$ cat src/rtl/gpx_pkg.sv
package gpx_pkg;

  typedef enum logic [1:0] {
    GPX_IDX_INPUT    = 2'd0,
    GPX_IDX_OUTPUT   = 2'd1,
    GPX_IDX_POLARITY = 2'd2,
    GPX_IDX_CONFIG   = 2'd3
  } gpx_idx_e;

  // Input view seen by the host: raw level flipped where the mask is set.
  function automatic logic [31:0] gpx_view(input logic [31:0] raw, input logic [31:0] mask);
    return raw ^ mask;
  endfunction

  // Pins that are inputs and disagree with the snapshot.
  function automatic logic [31:0] gpx_change(input logic [31:0] live, input logic [31:0] snap,
                                             input logic [31:0] dir_in);
    return (live ^ snap) & dir_in;
  endfunction

endpackage

$ cat src/rtl/gpx_sync.sv
module gpx_sync #(
  parameter int WIDTH  = 4,
  parameter int STAGES = 2
) (
  input  logic             clk,
  input  logic             rst_n,
  input  logic [WIDTH-1:0] async_in,
  output logic [WIDTH-1:0] sync_out
);

  logic [WIDTH-1:0] stage_q [STAGES];

  always_ff @(posedge clk or negedge rst_n) begin
    if (!rst_n) stage_q[0] <= '0;
    else        stage_q[0] <= async_in;
  end

  for (genvar s = 1; s < STAGES; s++) begin : g_stage
    always_ff @(posedge clk or negedge rst_n) begin
      if (!rst_n) stage_q[s] <= '0;
      else        stage_q[s] <= stage_q[s-1];
    end

    AST_SYNC_STEP: assert property (@(posedge clk) disable iff (!rst_n)
      stage_q[s] == $past(stage_q[s-1])) else $error("sync stage skipped");
  end

  assign sync_out = stage_q[STAGES-1];

endmodule

$ cat src/rtl/gpx_regs.sv
module gpx_regs
  import gpx_pkg::*;
#(
  parameter int             WIDTH   = 4,
  parameter logic [WIDTH-1:0] OUT_RST = '1,
  parameter logic [WIDTH-1:0] POL_RST = '0,
  parameter logic [WIDTH-1:0] CFG_RST = '1
) (
  input  logic             clk,
  input  logic             rst_n,
  input  logic [1:0]       reg_idx,
  input  logic             wr_en,
  input  logic [WIDTH-1:0] wr_data,
  input  logic             rd_en,
  input  logic [WIDTH-1:0] pin_sync,
  output logic [WIDTH-1:0] out_q,
  output logic [WIDTH-1:0] pol_q,
  output logic [WIDTH-1:0] cfg_q,
  output logic [WIDTH-1:0] snap_q,
  output logic [WIDTH-1:0] rd_data,
  output logic             snap_load
);

  gpx_idx_e         idx;
  logic [WIDTH-1:0] view;
  logic [WIDTH-1:0] rd_mux;

  assign idx       = gpx_idx_e'(reg_idx);
  assign view      = WIDTH'(gpx_view(32'(pin_sync), 32'(pol_q)));
  assign snap_load = rd_en && (idx == GPX_IDX_INPUT);

  always_comb begin
    unique case (idx)
      GPX_IDX_INPUT:    rd_mux = view;
      GPX_IDX_OUTPUT:   rd_mux = out_q;
      GPX_IDX_POLARITY: rd_mux = pol_q;
      default:          rd_mux = cfg_q;
    endcase
  end

  always_ff @(posedge clk or negedge rst_n) begin
    if (!rst_n) begin
      out_q <= OUT_RST;
      pol_q <= POL_RST;
      cfg_q <= CFG_RST;
    end else if (wr_en) begin
      case (idx)
        GPX_IDX_OUTPUT:   out_q <= wr_data;
        GPX_IDX_POLARITY: pol_q <= wr_data;
        GPX_IDX_CONFIG:   cfg_q <= wr_data;
        default: ;
      endcase
    end
  end

  always_ff @(posedge clk or negedge rst_n) begin
    if (!rst_n) begin
      rd_data <= '0;
      snap_q  <= '0;
    end else if (rd_en) begin
      rd_data <= rd_mux;
      if (snap_load) snap_q <= pin_sync;
    end
  end

  AST_IDX0_WRITE_IGNORED: assert property (@(posedge clk) disable iff (!rst_n)
    (wr_en && reg_idx == 2'd0) |=> ($stable(out_q) && $stable(pol_q) && $stable(cfg_q)))
    else $error("write to input view changed a register");
  AST_READ_HOLDS: assert property (@(posedge clk) disable iff (!rst_n)
    !rd_en |=> $stable(rd_data)) else $error("read data moved without a read");
  AST_SNAP_LOAD: assert property (@(posedge clk) disable iff (!rst_n)
    snap_load |=> snap_q == $past(pin_sync)) else $error("snapshot not taken");

endmodule

$ cat src/rtl/gpx_irq.sv
module gpx_irq
  import gpx_pkg::*;
#(
  parameter int WIDTH = 4
) (
  input  logic             clk,
  input  logic             rst_n,
  input  logic [WIDTH-1:0] pin_sync,
  input  logic [WIDTH-1:0] snap_q,
  input  logic [WIDTH-1:0] cfg_q,
  output logic [WIDTH-1:0] change_mask,
  output logic             irq_pull_low
);

  assign change_mask  = WIDTH'(gpx_change(32'(pin_sync), 32'(snap_q), 32'(cfg_q)));
  assign irq_pull_low = |change_mask;

  AST_IRQ_NEEDS_INPUT: assert property (@(posedge clk) disable iff (!rst_n)
    irq_pull_low |-> (|cfg_q)) else $error("interrupt with no input pin");

endmodule

$ cat src/rtl/gpx_core.sv
module gpx_core
  import gpx_pkg::*;
#(
  parameter int               WIDTH       = 4,
  parameter int               SYNC_STAGES = 2,
  parameter logic [WIDTH-1:0] OUT_RST     = '1,
  parameter logic [WIDTH-1:0] POL_RST     = '0,
  parameter logic [WIDTH-1:0] CFG_RST     = '1
) (
  input  logic             clk,
  input  logic             rst_n,
  input  logic [1:0]       reg_idx,
  input  logic             wr_en,
  input  logic [WIDTH-1:0] wr_data,
  input  logic             rd_en,
  output logic [WIDTH-1:0] rd_data,
  input  logic [WIDTH-1:0] pin_in,
  output logic [WIDTH-1:0] pin_oe,
  output logic [WIDTH-1:0] pin_out,
  output logic             irq_pull_low
);

  logic [WIDTH-1:0] pin_sync;
  logic [WIDTH-1:0] out_q, pol_q, cfg_q, snap_q;
  logic [WIDTH-1:0] change_mask;
  logic             snap_load;

  gpx_sync #(.WIDTH(WIDTH), .STAGES(SYNC_STAGES)) u_sync (
    .clk(clk), .rst_n(rst_n), .async_in(pin_in), .sync_out(pin_sync)
  );

  gpx_regs #(.WIDTH(WIDTH), .OUT_RST(OUT_RST), .POL_RST(POL_RST), .CFG_RST(CFG_RST)) u_regs (
    .clk(clk), .rst_n(rst_n), .reg_idx(reg_idx), .wr_en(wr_en), .wr_data(wr_data),
    .rd_en(rd_en), .pin_sync(pin_sync), .out_q(out_q), .pol_q(pol_q), .cfg_q(cfg_q),
    .snap_q(snap_q), .rd_data(rd_data), .snap_load(snap_load)
  );

  gpx_irq #(.WIDTH(WIDTH)) u_irq (
    .clk(clk), .rst_n(rst_n), .pin_sync(pin_sync), .snap_q(snap_q), .cfg_q(cfg_q),
    .change_mask(change_mask), .irq_pull_low(irq_pull_low)
  );

  assign pin_oe  = ~cfg_q;
  assign pin_out = out_q;

  AST_READ_CLEARS: assert property (@(posedge clk) disable iff (!rst_n)
    snap_load |=> (!irq_pull_low || !$stable(pin_sync) || $changed(cfg_q)))
    else $error("interrupt survived an input read");
  AST_DRIVEN_PIN_QUIET: assert property (@(posedge clk) disable iff (!rst_n)
    irq_pull_low |-> (|(change_mask & ~pin_oe))) else $error("driven pin raised interrupt");

endmodule

$ cat config.mk
export PLATFORM = sky130hd
export DESIGN_NAME = gpx_core
export DESIGN_NICKNAME = d
export VERILOG_FILES = /design/src/rtl/gpx_pkg.sv /design/src/rtl/gpx_sync.sv /design/src/rtl/gpx_regs.sv /design/src/rtl/gpx_irq.sv /design/src/rtl/gpx_core.sv
export SDC_FILE = /design/constraint.sdc
export NUM_CORES = 1
export LEC_CHECK = 0
export ABC_AREA = 1
export BUFFER_PORTS_ARGS = -buffer_cell sky130_fd_sc_hd__buf_2
export CORE_MARGIN = 2
export CORE_UTILIZATION = 47
export CTS_CLUSTER_DIAMETER = 120
export DETAILED_ROUTE_END_ITERATION = 6
export GPL_TIMING_DRIVEN = 0
export PLACE_DENSITY = 0.76
export SYNTH_ARGS = -nofsm -noshare
export SYNTH_HDL_FRONTEND = slang
export SYNTH_SLANG_ARGS = --single-unit
$ cat constraint.sdc
create_clock -name clk -period 1.2 [get_ports clk]
set_clock_uncertainty 0.2 [all_clocks]
set_input_delay 0.24 -clock clk [delete_from_list [all_inputs] [get_ports clk]]
set_output_delay 0.24 -clock clk [all_outputs]
set_load 0.05 [all_outputs]
== After elaboration in Yosys (flattened, before gate mapping) ==
Cells that the tools add are included.

* Word-level logic and storage cells: 22
* Bits in latches: 0
* Memories kept: 0
* RAM bits: 0
* ROM bits: 0
* Output and inout bits: 13
* Bits in registers: 28
* Bits of input ports: 14

* Bitwise logic cells: 4
* Order comparisons: 0
* Reductions and logical operators: 7
* Div/mod/pow operators: 0
* Eq/ne operators: 3
* Muxes and demuxes: 1
* Shifts and indexed selects: 0
* $mul: 0
* Add/subtract/negate cells: 0

{| class="wikitable"
|+ Operator list
! cell !! count
|-
| 4-bit one-hot mux with 3 select lines || 1
|-
| 2-bit AND reduction || 4
|-
| 4-bit bitwise XOR || 2
|-
| 4-bit AND || 1
|-
| 2-bit equality test (second input constant) || 2
|-
| 4-bit inverter || 1
|-
| 4-bit OR reduction || 1
|-
| 2-bit by 1-bit equality test with 1-bit output (second input constant) || 1
|-
| 2-bit logical NOT || 1
|-
| 1-bit logical AND || 1
|}

== Logic depth before layout (Yosys ltp) ==
Gate-level depths: netlist of run 1.

* Depth in word-level cells: 3
* Gate-level depth with buffers: 7
* Gate-level depth less buffers: 6

== Hierarchy ==
Synthesis of run 1 repeated with hierarchy kept, for this count alone.

* Cells, all modules: 154
* Area, all modules: 1306.3 um^2

{| class="wikitable"
|+ Modules (own cells, without submodules)
! module !! area an instance (um^2) !! cells an instance !! instances !! sequential area each (um^2)
|-
| gpx_regs || 979.7 || 119 || 1 || 510.5
|-
| gpx_sync || 230.2 || 12 || 1 || 200.2
|-
| gpx_irq || 81.3 || 19 || 1 || 0.0
|-
| gpx_core || 15.0 || 4 || 1 || 0.0
|}

== Least setup slack after synthesis of run 1 ==
Ideal clock, no wire load.

* Path kind: flip-flop to output port
* Start point: register u_regs.cfg_q[1]
* End point: output irq_pull_low
* Path buffers: 0
* Data required time: 0.760 ns
* Arrival time: 1.368 ns
* Stages on the path, launching flop included: 5
* Setup slack: -0.608 ns
* Path through: dfstp_2 > inv_1 > a21oi_1 > nand2_1 > nand4_1

* Word-level cells in the longest chain between the ends: 2

{| class="wikitable"
|+ Ends and longest elaborated chain
! item !! RTL line !! RTL
|-
| from (decl) || gpx_regs.sv:18 || <nowiki>output logic [WIDTH-1:0] cfg_q,</nowiki>
|-
| from (signal assigned) || gpx_regs.sv:50 || <nowiki>GPX_IDX_CONFIG: cfg_q <= wr_data;</nowiki>
|-
| 4-bit AND || gpx_pkg.sv:18 || <nowiki>return (live ^ snap) & dir_in;</nowiki>
|-
| 4-bit OR reduction || gpx_irq.sv:16 || <nowiki>assign irq_pull_low = |change_mask;</nowiki>
|-
| to (decl) || gpx_core.sv:20 || <nowiki>output logic irq_pull_low</nowiki>
|}

Every way passes these cells.

== Worst setup path in the final report of run 1 ==
Same ends and word-level chain as after synthesis.

==> impl_metrics.py, run 1 <==
metrics = {
    "outcome": {
        "status": "finished with violations",
        "violations": "negative setup slack",
    },
    "logic_synthesis": {
        "yosysWarnings": 0,
        "synth_top_cells_by_area": "dfrtp_1, dfstp_2, nand2_1",
        "synth_top_area_cell": "dfrtp_1",
        "synth_nets": 155,
        "syn-cell-area_um2": 1210,
        "seq_area_frac_synth_pct": 58.7,
        "synth.top_cell.area_share_pct": 41.4,
        "avgSynthCellArea_um2": 8.58,
        "netlist_instances": 141,
        "ys_seq_elements": 28,
        "ys_types": 16,
    },
    "critical_path": {
        "reg2reg_from": "u_regs.cfg_q[2]",
        "reg2reg_slack_ps": -20,
        "cp_data_arrival_time_ps": 1400,
        "critical_path_required_ps": 760,
        "reg2reg_to": "u_regs.rd_data[2]",
        "cp-start-kind": "flop",
        "reg2reg_depth": 5,
        "cp_max_fo": 3,
        "crit_type": "flop to output port",
        "cp-end-kind": "output port",
    },
    "hold_path": {
        "hold_depth": 3,
        "hold_end": "u_regs.out_q[0]",
        "min_from": "wr_en",
        "min_path_type": "primary input to flop",
    },
    "route": {
        "num_vias": 1147,
        "drc": 0,
        "via_per_inst": 5.14,
        "routed_wl_mm": 2.99,
        "first_pass_iters": 4,
        "top_layer_used": "met4",
        "route.met3.wl_um": 175,
        "drt_iter0_markers": 29,
        "wl_met1_mm": 1.24,
        "wl_met2_mm": 1.51,
        "wire_per_inst_um": 13.4,
        "drtAntennaViolNets": 0,
    },
    "timing": {
        "setup_ws_ps": -638,
        "finalSetupTns_ps": -4020,
        "fmax_mhz": 544,
        "finalHoldViolCount": 0,
        "timing.final.crit_share_pct": 153,
        "setup_viol_count_final": 16,
        "post-route-min-period_ps": 1840,
        "tightest_slew_ps": 617,
        "final_max_slew_viol_count": 0,
        "relSlewSlack_pct": 58.9,
        "rsz0062_at_grt": "yes",
    },
    "place": {
        "hpwl_mm": 1.85,
        "place_congestion": 0.844,
        "place_inst": 196,
        "io_buffers": 25,
    },
    "layout": {
        "num-fill-cells": 173,
        "diodes": 0,
        "instances_no_fill": 223,
        "nets": 208,
        "drive_gt1_share_pct": 37.3,
        "post-route-util_pct": 70.9,
        "area_growth_pct": 43.8,
    },
    "die": {
        "dieArea_um2": 3000,
        "fp.dieH_um": 54.7,
        "start_util_pct": 49.3,
        "fp.dieW_um": 54.7,
        "io_pins": 27,
        "num_rows": 18,
        "coreArea_um2": 2450,
    },
    "power_and_ir_drop": {
        "power.density_nw_per_um2": 1470,
        "ir_drop_mv": 1.10,
        "power_uw": 2560,
        "power_leakage_uw": 0.000874,
    },
    "grt": {
        "antenna_found_initial": 0,
        "grt_pass1_wl_mm": 4.51,
        "globalRouteOverflowTotal": 0,
        "grt_max_degree": 29,
        "grt_usage_pct": 21.4,
        "grt_pass1_vias": 1032,
    },
    "cts": {
        "cts_buffer_depth": 2,
        "clk_pin_slew_ps": 140,
        "numClockSinks": 28,
        "insertion_delay_ps": 330,
        "cts_tree": "built",
        "ctsRootBufferMaster": "clkbuf_4",
        "htreeDepth": 1,
        "cts_made_buffers": 3,
    },
    "run": {
        "max_cap_violations": 0,
    },
}
-- synthesized netlist by cell type (all sizes together) --
| cell type | n |
|---|---|
| buf | 1 |
| inv | 20 |
| o21ai | 21 |
| nor2 | 2 |
| nand3 | 11 |
| dfstp | 8 |
| clkinv | 1 |
| dfrtp | 20 |
| nand2 | 49 |
| a21oi | 6 |
| or2 | 1 |
| nand4 | 1 |
-- through the flow --
stage	hold WS (ps)	cell area [µm²]	worst slack (ps)
4_1_cts	60.7	1670	-616
2_1_floorplan	-256	1210	-608
3_5_place_dp	77.5	1370	-367
6_report	57.9	1740	-638
5_1_grt	67.0	1740	-685
3_3_place_gp	65.5	1370	-365
-- layout make-up --
cell class / count / area (µm²) / area share (%)
Buffer: 1 / 7.51 / 0.431
Clock buffer: 4 / 26.3 / 1.51
Inverter: 21 / 80.1 / 4.60
Multi-Input combinational cell: 91 / 443 / 25.4
Sequential cell: 28 / 711 / 40.8
Tap cell: 30 / 37.5 / 2.16
Timing Repair Buffer: 48 / 435 / 25.0
-- kinds of logic (layout without fill, tap and decap cells) --
group | Yosys count | count (layout) | synth area share (%)
AO/OA/AOI/OAI | 27 | 27 | 11.2
AND/OR/NAND/NOR | 64 | 64 | 22.9
buffers and inverters | 22 | 74 | 7.24
flip-flops | 28 | 28 | 58.7
-- sequential cells by signal (all words and copies together) (netlist names) --
signal	cells
u_regs.out_q	4
u_regs.snap_q	4
u_sync.sync_out	4
u_regs.cfg_q	4
u_regs.pol_q	4
u_sync.stage_q	4
u_regs.rd_data	4
-- routing by layer --
metal	vias to the layer above	global-route usage, %
li1	551	-
met1	540	27.8
met2	47	34.1
met3	9	3.83
met4	0	10.4
met5	-	0
-- report_power, final --
group / internal, µW / switching [µW]
clock: 131 / 273
sequential: 1100 / 117
combinational: 402 / 542
total: 1630 / 931
-- critical path, cell delays in order (launching register included) --
cell,delay [ps]
dfstp_2,580
inv_2,60
a21oi_2,90
nand2_1,50
nand4_1,110
buf_6,170
-- repair_timing --
item,4_1_cts,5_1_grt
setup buffers,9,5
hold endpoints to repair,34,0
endpoints found under the setup margin,13,17
hold buffers,9,0
resized for setup,39,10
pin swaps,3,7
-- cells in the final DEF (no fill, tap or decap), drive strengths merged --
cell type     n
dfstp         8
o21ai        21
dfrtp        20
nor2          2
a21oi         6
clkinv        1
or2           1
nand2        49
buf          40
dlygate4sd3   9
inv          20
clkbuf        4
nand3        11
nand4         1
-- worst max path at each step --
stage / from / to / slack (ps)
3_3_place_gp: u_regs.cfg_q[3] / irq_pull_low / -360
2_1_floorplan: u_regs.cfg_q[1] / irq_pull_low / -610
3_5_place_dp: u_regs.cfg_q[3] / irq_pull_low / -370
4_1_cts: u_regs.cfg_q[3] / irq_pull_low / -620
5_1_grt: u_regs.cfg_q[1] / irq_pull_low / -690
6_report: u_regs.cfg_q[1] / irq_pull_low / -640
Note: power is estimated with default switching activity, not from simulation.
==> run 2: changes to the inputs <==
--- a/config.mk
+++ b/config.mk
@@ -16,3 +16,4 @@
 export SYNTH_ARGS = -nofsm -noshare
 export SYNTH_HDL_FRONTEND = slang
 export SYNTH_SLANG_ARGS = --single-unit
+export TNS_END_PERCENT = 1
==> run 2 against run 1 <==
The run still ends with negative setup slack left. Critical endpoint unchanged. Die area unchanged. Hold slack worse by 3.5 ps. Routed wire length down 12%. Highest routed layer unchanged. Global-route usage down 0.73 points. Critical path type unchanged. Largest power group unchanged. Utilization down 4.5 points. Maximum frequency up 1.2%.
==> impl_metrics.py, run 2 (synthesis results as in run 1) <==
metrics = {
    "outcome": {
        "status": "finished with violations",
        "violations": "negative setup slack",
    },
    "critical_path": {
        "cp_max_fo": 3,
        "reg2reg_depth": 7,
        "cp-end-kind": "output port",
        "reg2reg_from": "u_sync.sync_out[1]",
        "cp_data_arrival_time_ps": 1380,
        "reg2reg_slack_ps": -10,
        "critical_path_required_ps": 760,
        "reg2reg_to": "u_regs.rd_data[1]",
        "cp-start-kind": "flop",
        "crit_type": "flop to output port",
    },
    "timing": {
        "rsz0062_at_grt": "yes",
        "relSlewSlack_pct": 61.1,
        "setup_ws_ps": -616,
        "timing.final.crit_share_pct": 151,
        "setup_viol_count_final": 14,
        "post-route-min-period_ps": 1820,
        "final_max_slew_viol_count": 0,
        "fmax_mhz": 551,
        "tightest_slew_ps": 584,
        "finalHoldViolCount": 0,
    },
    "power_and_ir_drop": {
        "power_leakage_uw": 0.000813,
        "ir_drop_mv": 1.10,
        "power.density_nw_per_um2": 1600,
        "power_uw": 2610,
    },
    "route": {
        "wire_per_inst_um": 12.5,
        "drt_iter0_markers": 45,
        "first_pass_iters": 4,
        "num_vias": 1061,
        "drtAntennaViolNets": 0,
        "drc": 0,
        "routed_wl_mm": 2.64,
        "via_per_inst": 5.00,
    },
    "layout": {
        "num-fill-cells": 200,
        "nets": 197,
        "final_common_cell": "nand2_1",
        "area_growth_pct": 34.6,
        "diodes": 0,
        "fin_area_um2": 1630,
        "post-route-util_pct": 66.4,
        "drive_gt1_share_pct": 31.3,
        "seq_area_um2": 711,
        "multi_input_area_um2": 419,
        "final_cell_mix": "nand2_1, dfrtp_1, o21ai_1",
    },
    "grt": {
        "globalRouteOverflowTotal": 0,
        "grt_max_degree": 29,
        "grt_usage_pct": 20.6,
        "antenna_found_initial": 0,
        "grt_pass1_vias": 988,
        "grt_pass1_wl_mm": 4.37,
    },
    "die": {
        "start_util_pct": 49.3,
        "fp.dieW_um": 54.7,
        "fp.dieH_um": 54.7,
        "io_pins": 27,
        "dieArea_um2": 3000,
        "coreArea_um2": 2450,
        "num_rows": 18,
    },
    "cts": {
        "cts_tree": "built",
        "ctsRootBufferMaster": "clkbuf_4",
        "htreeDepth": 1,
        "clk_pin_slew_ps": 150,
        "cts_made_buffers": 3,
        "cts_buffer_depth": 2,
        "insertion_delay_ps": 310,
        "numClockSinks": 28,
    },
    "hold_path": {
        "hold_end": "u_regs.out_q[1]",
        "min_from": "wr_en",
        "hold_depth": 3,
        "min_path_type": "primary input to flop",
    },
    "place": {
        "place_congestion": 0.857,
        "hpwl_mm": 1.88,
        "io_buffers": 25,
        "placed_cell_area_um2": 1370,
        "pre_cts_ws_ps": -380,
    },
    "run": {
        "max_cap_violations": 0,
    },
}
==> run 2: worst max-delay path: stages (launching register included) <==
cell     delay (ps)
dfstp_2         570
inv_2            50
a21oi_2         100
nand2_1          70
nand4_1         100
buf_6           170
==> run 2: layout make-up <==
type                       instances  share of cell area [%]
buffer                             1                   0.461
clock buffer                       3                    1.38
clock inverter                     1                    1.84
inverter                          21                    4.92
multi-input combinational         91                    25.7
sequential                        28                    43.6
tap                               30                    2.30
timing repair buffer              37                    19.7
==> run 2: what timing repair did <==
item | 4_1_cts | 5_1_grt
pin swaps | 1 | 3
hold endpoints to repair | 32 | 0
setup endpoints to repair | 13 | 16
buffers inserted | 2 | 1
resized for setup | 31 | 3
hold buffers | 9 | 0
==> run 2: how the worst max path moves through the flow <==
stage | from | end
final | u_regs.cfg_q[1] | irq_pull_low
after global routing | u_regs.cfg_q[1] | irq_pull_low
after CTS | u_regs.cfg_q[3] | irq_pull_low
after detailed placement | u_regs.cfg_q[3] | irq_pull_low
after global placement | u_regs.cfg_q[3] | irq_pull_low
after floorplan | u_regs.cfg_q[1] | irq_pull_low
==> run 2: report_power, final <==
group          leakage, µW  switching [µW]  total (µW)  internal (µW)
sequential        0.000327             116        1210           1100
clock            0.0000279             265         602            337
combinational     0.000459             498         797            299
==> run 2: per-stage QoR <==
step,hold WS [ps],cells,setup TNS (ps)
after CTS,37.9,211,-3940
after global placement,65.6,196,-627
final,54.4,212,-3840
after detailed placement,72.1,196,-803
after global routing,60.9,212,-4650
after floorplan,-256,141,-943
==> run 2: metal layers <==
metal  up-vias  global-route usage, %  part of all wire, %
met3         4                   4.37                  5.7
met2        35                   32.5                   50
met5         -                      0                    0
met1       489                   27.9                   43
met4         0                   7.50                  1.2
li1        533                      -                    -
==> run 3: changes to the inputs <==
--- a/config.mk
+++ b/config.mk
@@ -5,14 +5,13 @@
 export SDC_FILE = /design/constraint.sdc
 export NUM_CORES = 1
 export LEC_CHECK = 0
-export ABC_AREA = 1
 export BUFFER_PORTS_ARGS = -buffer_cell sky130_fd_sc_hd__buf_2
 export CORE_MARGIN = 2
 export CORE_UTILIZATION = 47
 export CTS_CLUSTER_DIAMETER = 120
 export DETAILED_ROUTE_END_ITERATION = 6
 export GPL_TIMING_DRIVEN = 0
-export PLACE_DENSITY = 0.76
+export PLACE_DENSITY = 0.77
 export SYNTH_ARGS = -nofsm -noshare
 export SYNTH_HDL_FRONTEND = slang
 export SYNTH_SLANG_ARGS = --single-unit
==> run 3 against run 2 <==
Synthesized cell count fell by 33%. Critical path type unchanged. The flow still finishes with violations (negative setup slack). Setup slack got worse by 41 ps. Hold slack improved by 31 ps. Highest routed layer unchanged. Clock power fell by 33%. Non-clock buffer count rose by 1.
==> impl_metrics.py, run 3 <==
metrics = {
    "route": {
        "first_pass_iters": 4,
        "drtAntennaViolNets": 0,
        "routed_wl_mm": 2.66,
        "drc": 0,
        "via_per_inst": 5.32,
        "wire_per_inst_um": 16.3,
        "drt_iter0_markers": 15,
        "num_vias": 867,
    },
    "layout": {
        "nets": 148,
        "final_cell_mix": "dfrtp_1, mux2_2, buf_2",
        "fin_area_um2": 1720,
        "area_growth_pct": 35.4,
        "drive_gt1_share_pct": 54.1,
        "final_common_cell": "dfrtp_1",
        "instances_no_fill": 163,
        "diodes": 0,
        "num-fill-cells": 179,
        "post-route-util_pct": 68.3,
    },
    "grt": {
        "grt_pass1_vias": 885,
        "met1_usage_pct": 22.7,
        "grt_max_degree": 29,
        "globalRouteOverflowTotal": 0,
        "met2_usage_pct": 29.1,
        "grt_usage_pct": 17.7,
        "antenna_found_initial": 0,
        "gr-usage-met3_pct": 3.02,
        "grt_pass1_wl_mm": 4.24,
        "grt-busiest-layer": "met2",
    },
    "power_and_ir_drop": {
        "power_leakage_uw": 0.000768,
        "ir_drop_mv": 1.03,
        "power.density_nw_per_um2": 1550,
        "power_uw": 2660,
    },
    "timing": {
        "tightest_slew_ps": 623,
        "relSlewSlack_pct": 58.5,
        "final_max_slew_viol_count": 0,
        "setup_viol_count_final": 16,
        "fmax_mhz": 539,
        "post-route-min-period_ps": 1860,
        "timing.final.crit_share_pct": 155,
        "finalHoldViolCount": 0,
        "setup_ws_ps": -657,
        "rsz0062_at_grt": "yes",
        "hold_ws_ps": 85.2,
    },
    "die": {
        "coreArea_um2": 2520,
        "fp.dieH_um": 56.0,
        "dieArea_um2": 3140,
        "num_rows": 18,
        "io_pins": 27,
        "start_util_pct": 50.4,
        "fp.dieW_um": 56.0,
    },
    "place": {
        "placed_cell_area_um2": 1450,
        "hpwl_mm": 1.71,
        "place_congestion": 0.724,
        "place_inst": 148,
        "io_buffers": 24,
    },
    "logic_synthesis": {
        "synth_nets": 108,
        "seq_area_frac_synth_pct": 55.9,
        "synth_top_cells_by_area": "dfrtp_1, dfstp_2, mux2_2",
        "synth.top_cell.area_share_pct": 39.4,
        "synth_edf_count": 0,
        "ys_seq_elements": 28,
        "synth_top_area_cell": "dfrtp_1",
        "ys.flop_type": "dfrtp_1",
        "syn-cell-area_um2": 1270,
        "avgSynthCellArea_um2": 13.5,
        "synth_commonest_cells": "dfrtp_1, mux2_2, dfstp_2, inv_1, nand3b_1",
        "yosysWarnings": 0,
        "synthArstFlopShare_pct": 100,
        "synth.most_common_cell": "dfrtp_1",
        "ys_types": 21,
        "netlist_instances": 94,
    },
    "cts": {
        "cts_buffer_depth": 2,
        "insertion_delay_ps": 330,
        "numClockSinks": 28,
        "cts_tree": "built",
        "ctsRootBufferMaster": "clkbuf_4",
        "cts_made_buffers": 3,
        "htreeDepth": 1,
        "clk_pin_slew_ps": 150,
    },
    "critical_path": {
        "cp_data_arrival_time_ps": 1420,
        "startpoint": "u_regs.snap_q[2]",
        "slowest_stage": "dfrtp_1",
        "cp-end-kind": "output port",
        "critical_path_required_ps": 760,
        "worstPathCellList": "xor2_1 > a22oi_2 > o221ai_4 > buf_6",
        "reg2reg_depth": 4,
        "cp-start-kind": "flop",
        "crit_type": "flop to output port",
        "slowest_delay_ps": 410,
        "reg2reg_from": "u_sync.sync_out[0]",
        "cp_max_fo": 2,
    },
    "hold_path": {
        "hold_depth": 2,
        "min_path_type": "primary input to flop",
        "min_from": "rd_en",
    },
    "run": {
        "max_cap_violations": 0,
    },
    "outcome": {
        "status": "finished with violations",
        "violations": "negative setup slack",
    },
}
## run 3: cell types whose count changed after synthesis, sizes merged, moves of 6 or more
| cell | previous run | this run |
|---|---|---|
| o21ai | 21 | 0 |
| inv | 20 | 8 |
| nand3b | 0 | 6 |
| mux2 | 0 | 16 |
| nand3 | 11 | 1 |
| nand2 | 49 | 0 |
## run 3: layer usage
| metal | up-vias | wire length, µm |
|---|---|---|
| met5 | - | 0 |
| met1 | 424 | 1160 |
| met4 | 0 | 63 |
| met2 | 28 | 1320 |
| met3 | 7 | 113 |
| li1 | 408 | - |
## run 3: timing repair
item                       in CTS  in global routing
hold endpoints to repair       36                  0
hold buffers                    9                  0
setup buffers                   2                  0
gates cloned                    0                  0
resized for setup              37                  5
setup endpoints to repair      16                 17
pin swaps                       9                  1
## run 3: cells by family after synthesis
group	after synthesis	synth area share, %
flops	28	55.9
simple gates	12	9.35
compound gates	18	9.55
xor+xnor	4	2.76
mux	20	17.3
buf+inv	12	5.12
## run 3: final cells by class
class	instances	area, µm²	share of cell area (%)
well taps	30	37.5	2.18
inverters	8	30.0	1.74
flip-flops and latches	28	711	41.3
multi-input cells	54	561	32.6
clock buffers	4	26.3	1.53
plain buffers	4	35.0	2.03
repair buffers	35	322	18.7
## run 3: path summary, 6_finish.rpt
check / endpoint / slack (ps)
setup / recovery: irq_pull_low / -660
hold / removal: u_regs.rd_data[3] / 90
setup reg to reg: u_regs.rd_data[0] / -30
hold reg to reg: u_sync.sync_out[2] / 170
max in group asynchronous: u_sync.sync_out[0] / 150
min in group asynchronous: u_regs.rd_data[3] / 230
## run 3: critical path, delay by kind of cell (launching register included)
kind	cells	cell delay, ps
buffers and inverters	1	170
AOI/OAI and AO/OA	2	340
xor gates and xnor gates	1	170
DFF	1	410
## run 3: metrics by stage
stage          worst slack [ps]  TNS (ps)
5_1_grt                    -724     -4500
3_3_place_gp               -487     -2550
4_1_cts                    -673     -3890
3_5_place_dp               -482     -2790
2_1_floorplan              -427      -993
6_report                   -657     -3810
## run 3: power breakdown
part | total (µW) | internal [µW] | switching, µW
clock | 401 | 130 | 271
combinational | 1000 | 443 | 557
sequential | 1260 | 1120 | 138
